### src/rtl/bsb_pkg.sv
package bsb_pkg;
  typedef enum logic [2:0] {
    SQ_IDLE,
    SQ_WSET,
    SQ_WPUL,
    SQ_WHLD,
    SQ_RPUL
  } seq_state_e;
endpackage

### src/rtl/bsb_host_decode.sv
module bsb_host_decode (
  input  logic clk,
  input  logic rst_n,
  input  logic phase,
  input  logic wr_n,
  input  logic rd_n,
  output logic addr_load,
  output logic data_wr,
  output logic rd_start,
  output logic rd_done
);
  logic wr_q, rd_q;
  logic wr_rise, rd_fall, rd_rise;

  always_ff @(posedge clk) begin
    if (!rst_n) begin
      wr_q <= 1'b1;
      rd_q <= 1'b1;
    end else begin
      wr_q <= wr_n;
      rd_q <= rd_n;
    end
  end

  assign wr_rise   = !wr_q && wr_n;
  assign rd_fall   = rd_q && !rd_n;
  assign rd_rise   = !rd_q && rd_n;
  assign addr_load = wr_rise && phase;
  assign data_wr   = wr_rise && !phase;
  assign rd_start  = rd_fall && !phase;
  assign rd_done   = rd_rise && !phase;
endmodule

### src/rtl/bsb_addr_counter.sv
module bsb_addr_counter #(
  parameter int ADDR_W = 23,
  parameter int DATA_W = 8
) (
  input  logic              clk,
  input  logic              rst_n,
  input  logic              load,
  input  logic [DATA_W-1:0] load_byte,
  input  logic              step,
  output logic [ADDR_W-1:0] addr,
  output logic              dir
);
  localparam int CNT_W = ADDR_W + 1;

  logic [CNT_W-1:0] cnt_q;

  assign addr = cnt_q[ADDR_W-1:0];
  assign dir  = cnt_q[CNT_W-1];

  always_ff @(posedge clk) begin
    if (!rst_n) begin
      cnt_q <= '0;
    end else if (load) begin
      cnt_q <= {cnt_q[CNT_W-DATA_W-1:0], load_byte};
    end else if (step) begin
      cnt_q[ADDR_W-1:0] <= dir ? (addr - ADDR_W'(1)) : (addr + ADDR_W'(1));
    end
  end

  // upward steps wrap modulo the address range
  assert_step_up_R5: assert property (@(posedge clk) disable iff (!rst_n)
    (step && !load && !dir) |=> (addr == ADDR_W'($past(addr) + ADDR_W'(1))));

  // downward steps wrap modulo the address range
  assert_step_down_R6: assert property (@(posedge clk) disable iff (!rst_n)
    (step && !load && dir) |=> (addr == ADDR_W'($past(addr) - ADDR_W'(1))));
endmodule

### src/rtl/bsb_mem_seq.sv
module bsb_mem_seq
  import bsb_pkg::*;
#(
  parameter int DATA_W   = 8,
  parameter int WAIT_CYC = 3
) (
  input  logic              clk,
  input  logic              rst_n,
  input  logic              wr_go,
  input  logic [DATA_W-1:0] wr_byte,
  input  logic              rd_go,
  input  logic [DATA_W-1:0] mem_rdata,
  output logic              ce_n,
  output logic              oe_n,
  output logic              we_n,
  output logic [DATA_W-1:0] wdata,
  output logic [DATA_W-1:0] rdata,
  output logic              wr_done
);
  localparam int CW = $clog2(WAIT_CYC + 1);
  localparam logic [CW-1:0] LAST = CW'(WAIT_CYC - 1);

  seq_state_e state_q;
  logic [CW-1:0] wcnt_q;

  always_ff @(posedge clk) begin
    if (!rst_n) begin
      state_q <= SQ_IDLE;
      wcnt_q  <= '0;
      wdata   <= '0;
      rdata   <= '0;
    end else begin
      case (state_q)
        SQ_IDLE: begin
          wcnt_q <= '0;
          if (wr_go) begin
            state_q <= SQ_WSET;
            wdata   <= wr_byte;
          end else if (rd_go) begin
            state_q <= SQ_RPUL;
          end
        end
        SQ_WSET: state_q <= SQ_WPUL;
        SQ_WPUL: begin
          if (wcnt_q == LAST) state_q <= SQ_WHLD;
          else                wcnt_q  <= wcnt_q + CW'(1);
        end
        SQ_WHLD: state_q <= SQ_IDLE;
        SQ_RPUL: begin
          if (wcnt_q == LAST) begin
            rdata   <= mem_rdata;
            state_q <= SQ_IDLE;
          end else begin
            wcnt_q <= wcnt_q + CW'(1);
          end
        end
        default: state_q <= SQ_IDLE;
      endcase
    end
  end

  assign ce_n    = (state_q == SQ_IDLE);
  assign we_n    = (state_q != SQ_WPUL);
  assign oe_n    = (state_q != SQ_RPUL);
  assign wr_done = (state_q == SQ_WHLD);

  // host pacing contract, no new strobe while a cycle runs
  assert_no_overlap_R3: assert property (@(posedge clk) disable iff (!rst_n)
    (state_q != SQ_IDLE) |-> !(wr_go || rd_go));
endmodule

### src/rtl/byte_stream_bridge.sv
module byte_stream_bridge #(
  parameter int ADDR_W   = 23,
  parameter int DATA_W   = 8,
  parameter int WAIT_CYC = 3
) (
  input  logic              clk,
  input  logic              rst_n,
  input  logic              hst_phase,
  input  logic              hst_wr_n,
  input  logic              hst_rd_n,
  input  logic [DATA_W-1:0] hst_data_in,
  output logic [DATA_W-1:0] hst_data_out,
  output logic              hst_data_oe,
  output logic [ADDR_W-1:0] mem_addr,
  output logic [DATA_W-1:0] mem_wdata,
  input  logic [DATA_W-1:0] mem_rdata,
  output logic              mem_ce_n,
  output logic              mem_oe_n,
  output logic              mem_we_n
);
  logic addr_load, data_wr, rd_start, rd_done;
  logic wr_done, step, dir;

  bsb_host_decode u_dec (
    .clk      (clk),
    .rst_n    (rst_n),
    .phase    (hst_phase),
    .wr_n     (hst_wr_n),
    .rd_n     (hst_rd_n),
    .addr_load(addr_load),
    .data_wr  (data_wr),
    .rd_start (rd_start),
    .rd_done  (rd_done)
  );

  assign step = wr_done || rd_done;

  bsb_addr_counter #(.ADDR_W(ADDR_W), .DATA_W(DATA_W)) u_cnt (
    .clk      (clk),
    .rst_n    (rst_n),
    .load     (addr_load),
    .load_byte(hst_data_in),
    .step     (step),
    .addr     (mem_addr),
    .dir      (dir)
  );

  bsb_mem_seq #(.DATA_W(DATA_W), .WAIT_CYC(WAIT_CYC)) u_seq (
    .clk      (clk),
    .rst_n    (rst_n),
    .wr_go    (data_wr),
    .wr_byte  (hst_data_in),
    .rd_go    (rd_start),
    .mem_rdata(mem_rdata),
    .ce_n     (mem_ce_n),
    .oe_n     (mem_oe_n),
    .we_n     (mem_we_n),
    .wdata    (mem_wdata),
    .rdata    (hst_data_out),
    .wr_done  (wr_done)
  );

  assign hst_data_oe = !hst_rd_n && !hst_phase;

  // Checker: length of the current write-enable pulse
  logic [15:0] we_lo_cnt;
  always_ff @(posedge clk) begin
    if (!rst_n)         we_lo_cnt <= '0;
    else if (!mem_we_n) we_lo_cnt <= we_lo_cnt + 16'd1;
    else                we_lo_cnt <= '0;
  end

  assert_we_width_R3: assert property (@(posedge clk) disable iff (!rst_n)
    $rose(mem_we_n) |-> (we_lo_cnt == 16'(WAIT_CYC)));

  assert_addr_stable_R3: assert property (@(posedge clk) disable iff (!rst_n)
    (!mem_ce_n && $past(!mem_ce_n)) |-> ($stable(mem_addr) && $stable(mem_wdata)));

  assert_strobe_excl_R10: assert property (@(posedge clk) disable iff (!rst_n)
    (!mem_we_n || !mem_oe_n) |-> (!mem_ce_n && (mem_we_n || mem_oe_n)));

  assert_addr_phase_read_R9: assert property (@(posedge clk) disable iff (!rst_n)
    (!hst_rd_n && hst_phase) |-> mem_oe_n);
endmodule

### config.mk
export PLATFORM = sky130hd
export DESIGN_NAME = byte_stream_bridge
export DESIGN_NICKNAME = d
export VERILOG_FILES = /design/src/rtl/bsb_pkg.sv /design/src/rtl/bsb_host_decode.sv /design/src/rtl/bsb_addr_counter.sv /design/src/rtl/bsb_mem_seq.sv /design/src/rtl/byte_stream_bridge.sv
export SDC_FILE = /design/constraint.sdc
export NUM_CORES = 1
export LEC_CHECK = 0
export BUFFER_PORTS_ARGS = -buffer_cell sky130_fd_sc_hd__buf_2
export CORE_MARGIN = 2
export CORE_UTILIZATION = 39
export DETAILED_ROUTE_END_ITERATION = 10
export SETUP_SLACK_MARGIN = 0.15
export SLEW_MARGIN = 20
export SYNTH_ARGS = -nofsm -noshare
export SYNTH_HDL_FRONTEND = slang
export SYNTH_HIERARCHICAL = 1
export SYNTH_SLANG_ARGS = --single-unit
### constraint.sdc
create_clock -name clk -period 2.7 [get_ports clk]
set_clock_uncertainty 0.1 [all_clocks]
set_input_delay 0.405 -clock clk [delete_from_list [all_inputs] [get_ports clk]]
set_output_delay 0.405 -clock clk [all_outputs]
set_load 0.03 [all_outputs]
==> metrics.md <==
| Metric | Value |
|---|---|
| Number of clock buffers inserted by TritonCTS | 5 |
| Maximum achievable frequency | 403 MHz |
| Syn Area/Cell | 7.89 um^2 |
| First-pass GRT wire length | 15.3 mm |
| Total wirelength of the detailed-routed design | 9.86 mm |
| Num ports | 64 |
| Core outline area | 0.00818 mm^2 |
| Cell Count Post-Placement | 582 |
| Number of antenna violations at the first check in global routing | 0 |
| Critical Path AT | 2.59 ns |
| Hold slack final | 0.203 ns |
| Net Count, Synth | 459 |
| P_leak | 1.79 nW |
| Count of warnings emitted by yosys | 6 |
| Outcome | completed |
| Peak fanout along the critical path | 8 |
| Share of synthesized area spent on multiplexers | 0.0248 |
| Depth of the CTS H-tree | 2 |
| XOR/XNOR Fraction of Synth Area | 0.0508 |
| # port buffers | 63 |
| Routability congestion estimate from global placement | 0.930 |
| Least-Margin Pin Slew | 0.592 ns |
| FF+latch area | 945 um^2 |
| Initial standard-cell utilization of the core | 0.400 |
| Combinational family with the most area after synthesis | compound AO/OA/AOI/OAI gates |
| Pin count of the biggest net entering global routing | 24 |
| Clock root buffer | sky130_fd_sc_hd__clkbuf_8 |
| Area Growth Syn to Fin | 23.9% |
| Non-Filler Instances | 594 |
| Global-route usage over all layers | 0.213 |
| Detailed Routing Iterations Pass 1 | 6 |
| Share of post-route cells with drive strength above 1 | 0.278 |
| Synth Cell Area | 0.00327 mm^2 |
| Yosys top cell area share | 0.287 |
| Post-detailed-placement half-perimeter wirelength | 7.16 mm |
| Number of inserted diodes | 0 |
| # fillers | 826 |
| Longest Clk Path Bufs | 2 |
| Routed vias/inst | 5.64 |
| Clock sink count | 47 |
| Final worst path period need | 2.48 ns |
| Crit-path leading delay family | compound AO/OA/AOI/OAI gates |
| Total buffers and inverters traversed by the critical path | 1 |
| Crit share post-route | 0.920 |
| Clock-pin transition on the worst setup and hold timing paths | 0.11 ns |
| PwrDens | 353 mW/mm^2 |
| Share of synthesized cell area in and, or, nand and nor gates | 0.228 |
| Routed length per instance | 16.6 um |
| Clock tree from TritonCTS | built |
| Post-synthesis sequential area ratio | 0.287 |
| DRC violation count after routing | 0 |
| Required time at the worst-slack endpoint | 2.81 ns |
| Slowest cell on crit path | sky130_fd_sc_hd__ha_2 |
| Area of the die | 0.00914 mm^2 |
| Element type at the critical path start | flop |
| Number of storage elements in the synthesis netlist | 47 |
| Count of vias placed by the detailed router | 3,351 |
| Number of rows created at floorplan | 33 |
| Number of enable flip-flop cells after synthesis | 0 |
| Leading cell type in the layout, fill and taps excluded | sky130_fd_sc_hd__buf_2 |
| Count of max-cap constraint violations | 0 |
| Synthesized netlist cell count | 415 |
| Cts hold-fix bufs | 0 |
| Endpoint class of the critical path | flop |
| GRT Residual Overflow | 0 |
| Placed cell areas | 0.00378 mm^2 |
| Leading cell types in the layout, fill and taps excluded | 63 x sky130_fd_sc_hd__buf_2, 46 x sky130_fd_sc_hd__nand2_1, 46 x sky130_fd_sc_hd__dfxtp_1 |
| Setup violators final | 0 |
| Rel. slew slack | 0.601 |
| Die span in x | 95.6 um |
| Post-route antenna net violation count | 0 |
| Worst-Skew Late Latency | 0.31 ns |
| Total Nets Final | 532 |
| Number of hold violations in the final report | 0 |
| Setup repair after global routing missed its margin | yes |
| Critical path's largest stage delay | 0.38 ns |
| Most used flip-flop cell after synthesis | sky130_fd_sc_hd__dfxtp_1 |
| Library cell occupying the most area in the post-synthesis netlist | sky130_fd_sc_hd__dfxtp_1 |
| Combined area of the multi-input logic cells | 0.00232 mm^2 |
| Compound-cell area share of the yosys netlist | 0.271 |
| Number of slew-limit violations in the final report | 0 |
| Post-Layout Inst Area | 0.00406 mm^2 |
| Via count of the first global-routing pass | 3,025 |
| Top cells by area, synth | sky130_fd_sc_hd__dfxtp_1 29%, sky130_fd_sc_hd__ha_1 8.4%, sky130_fd_sc_hd__a21oi_1 5.8% |
| Cell Chain, Critical Path | buf_6, ha_2, a21o_1, and3_1, a21oi_1, a2111oi_4, mux2_2, o311ai_1, nor2_1 |
| Fraction of registers with async set/reset | 0 |
| DRC marker count from the first detailed-route iteration | 213 |
| Post-synthesis adder-cell area fraction | 0.0902 |
| Summed negative setup slack over all endpoints | 0 ns |
| Path category of the worst min-delay check | in -> reg |
| Distinct cells, synth | 60 |
| Chip height | 95.6 um |
| Maximum resistive drop on vdd | 0.000264 V |
| Critical setup path kind | reg -> reg |
[per-stage QoR]
step / setup slack (ns) / power (mW) / utilization
final: 0.216 / 1.43 / 0.496
after global routing: 0.113 / 1.49 / 0.496
after CTS: 0.180 / 1.45 / 0.474
after detailed placement: 0.0624 / 0.964 / 0.462
after global placement: 0.0957 / 0.961 / 0.462
after floorplan: 0.214 / 0.886 / -
[timing repair]
action	in CTS	in global routing
endpoints found under the setup margin	8	9
gates resized for setup	1	26
setup buffers	0	4
pin swaps	0	11
[final cells by class]
class	count	share of cell area
repair buffers	92	0.135
inverters	5	0.00463
flip-flops and latches	47	0.233
multi-input cells	337	0.571
clock inverters	3	0.00679
well taps	105	0.0324
clock buffers	5	0.0170
[kinds of logic (layout without fill, tap and decap cells)]
family,after synthesis,after routing
simple gates,150,150
flops,47,47
buf+inv,31,105
compound gates,137,137
fa+ha+maj,23,23
mux,8,8
xor+xnor,19,19
[tightest hold or removal path, stage by stage]
cell                      delay [ns]
sky130_fd_sc_hd__buf_2          0.07
sky130_fd_sc_hd__nand3_1        0.05
sky130_fd_sc_hd__o21ai_0        0.06
[routing by layer]
metal / share of wire / track usage / up-vias
li1: - / - / 1672
met1: 0.46 / 0.288 / 1566
met2: 0.47 / 0.340 / 97
met3: 0.051 / 0.0427 / 16
met4: 0.026 / 0.0631 / 0
met5: 0 / 0 / -
[final timing paths]
path	from	to	slack, ns	cells past startpoint
max	u_cnt/cnt_q[23]	u_cnt/cnt_q[19]	0.22	9
min	mem_rdata[1]	u_seq/rdata[1]	0.20	3
max reg2reg	u_cnt/cnt_q[23]	u_cnt/cnt_q[19]	0.22	9
min reg2reg	u_seq/rdata[1]	u_seq/rdata[1]	0.36	2
[flip-flops by register name, summed over array words and instances (netlist names)]
signal / count
u_seq/state_q: 3
u_seq/rdata: 8
u_seq/wcnt_q: 2
u_dec/wr_q: 1
u_dec/rd_q: 1
u_cnt/cnt_q: 24
u_seq/wdata: 8
[report_power, final]
group,internal [mW],switching (mW),total [mW]
Combinational,0.0830,0.137,0.220
Clock,0.193,0.284,0.477
Sequential,0.711,0.0228,0.734
Total,0.987,0.444,1.43
[cell usage after synthesis, drive strengths merged, types with 9 or more instances]
cell type  count
a211oi        10
a21o          11
a21oi         38
buf            9
clkbuf        17
dfxtp         47
ha            22
nand2         46
nand3         27
nor2          29
o21ai         43
xnor2         15
Note: power is estimated with default switching activity, not from simulation.
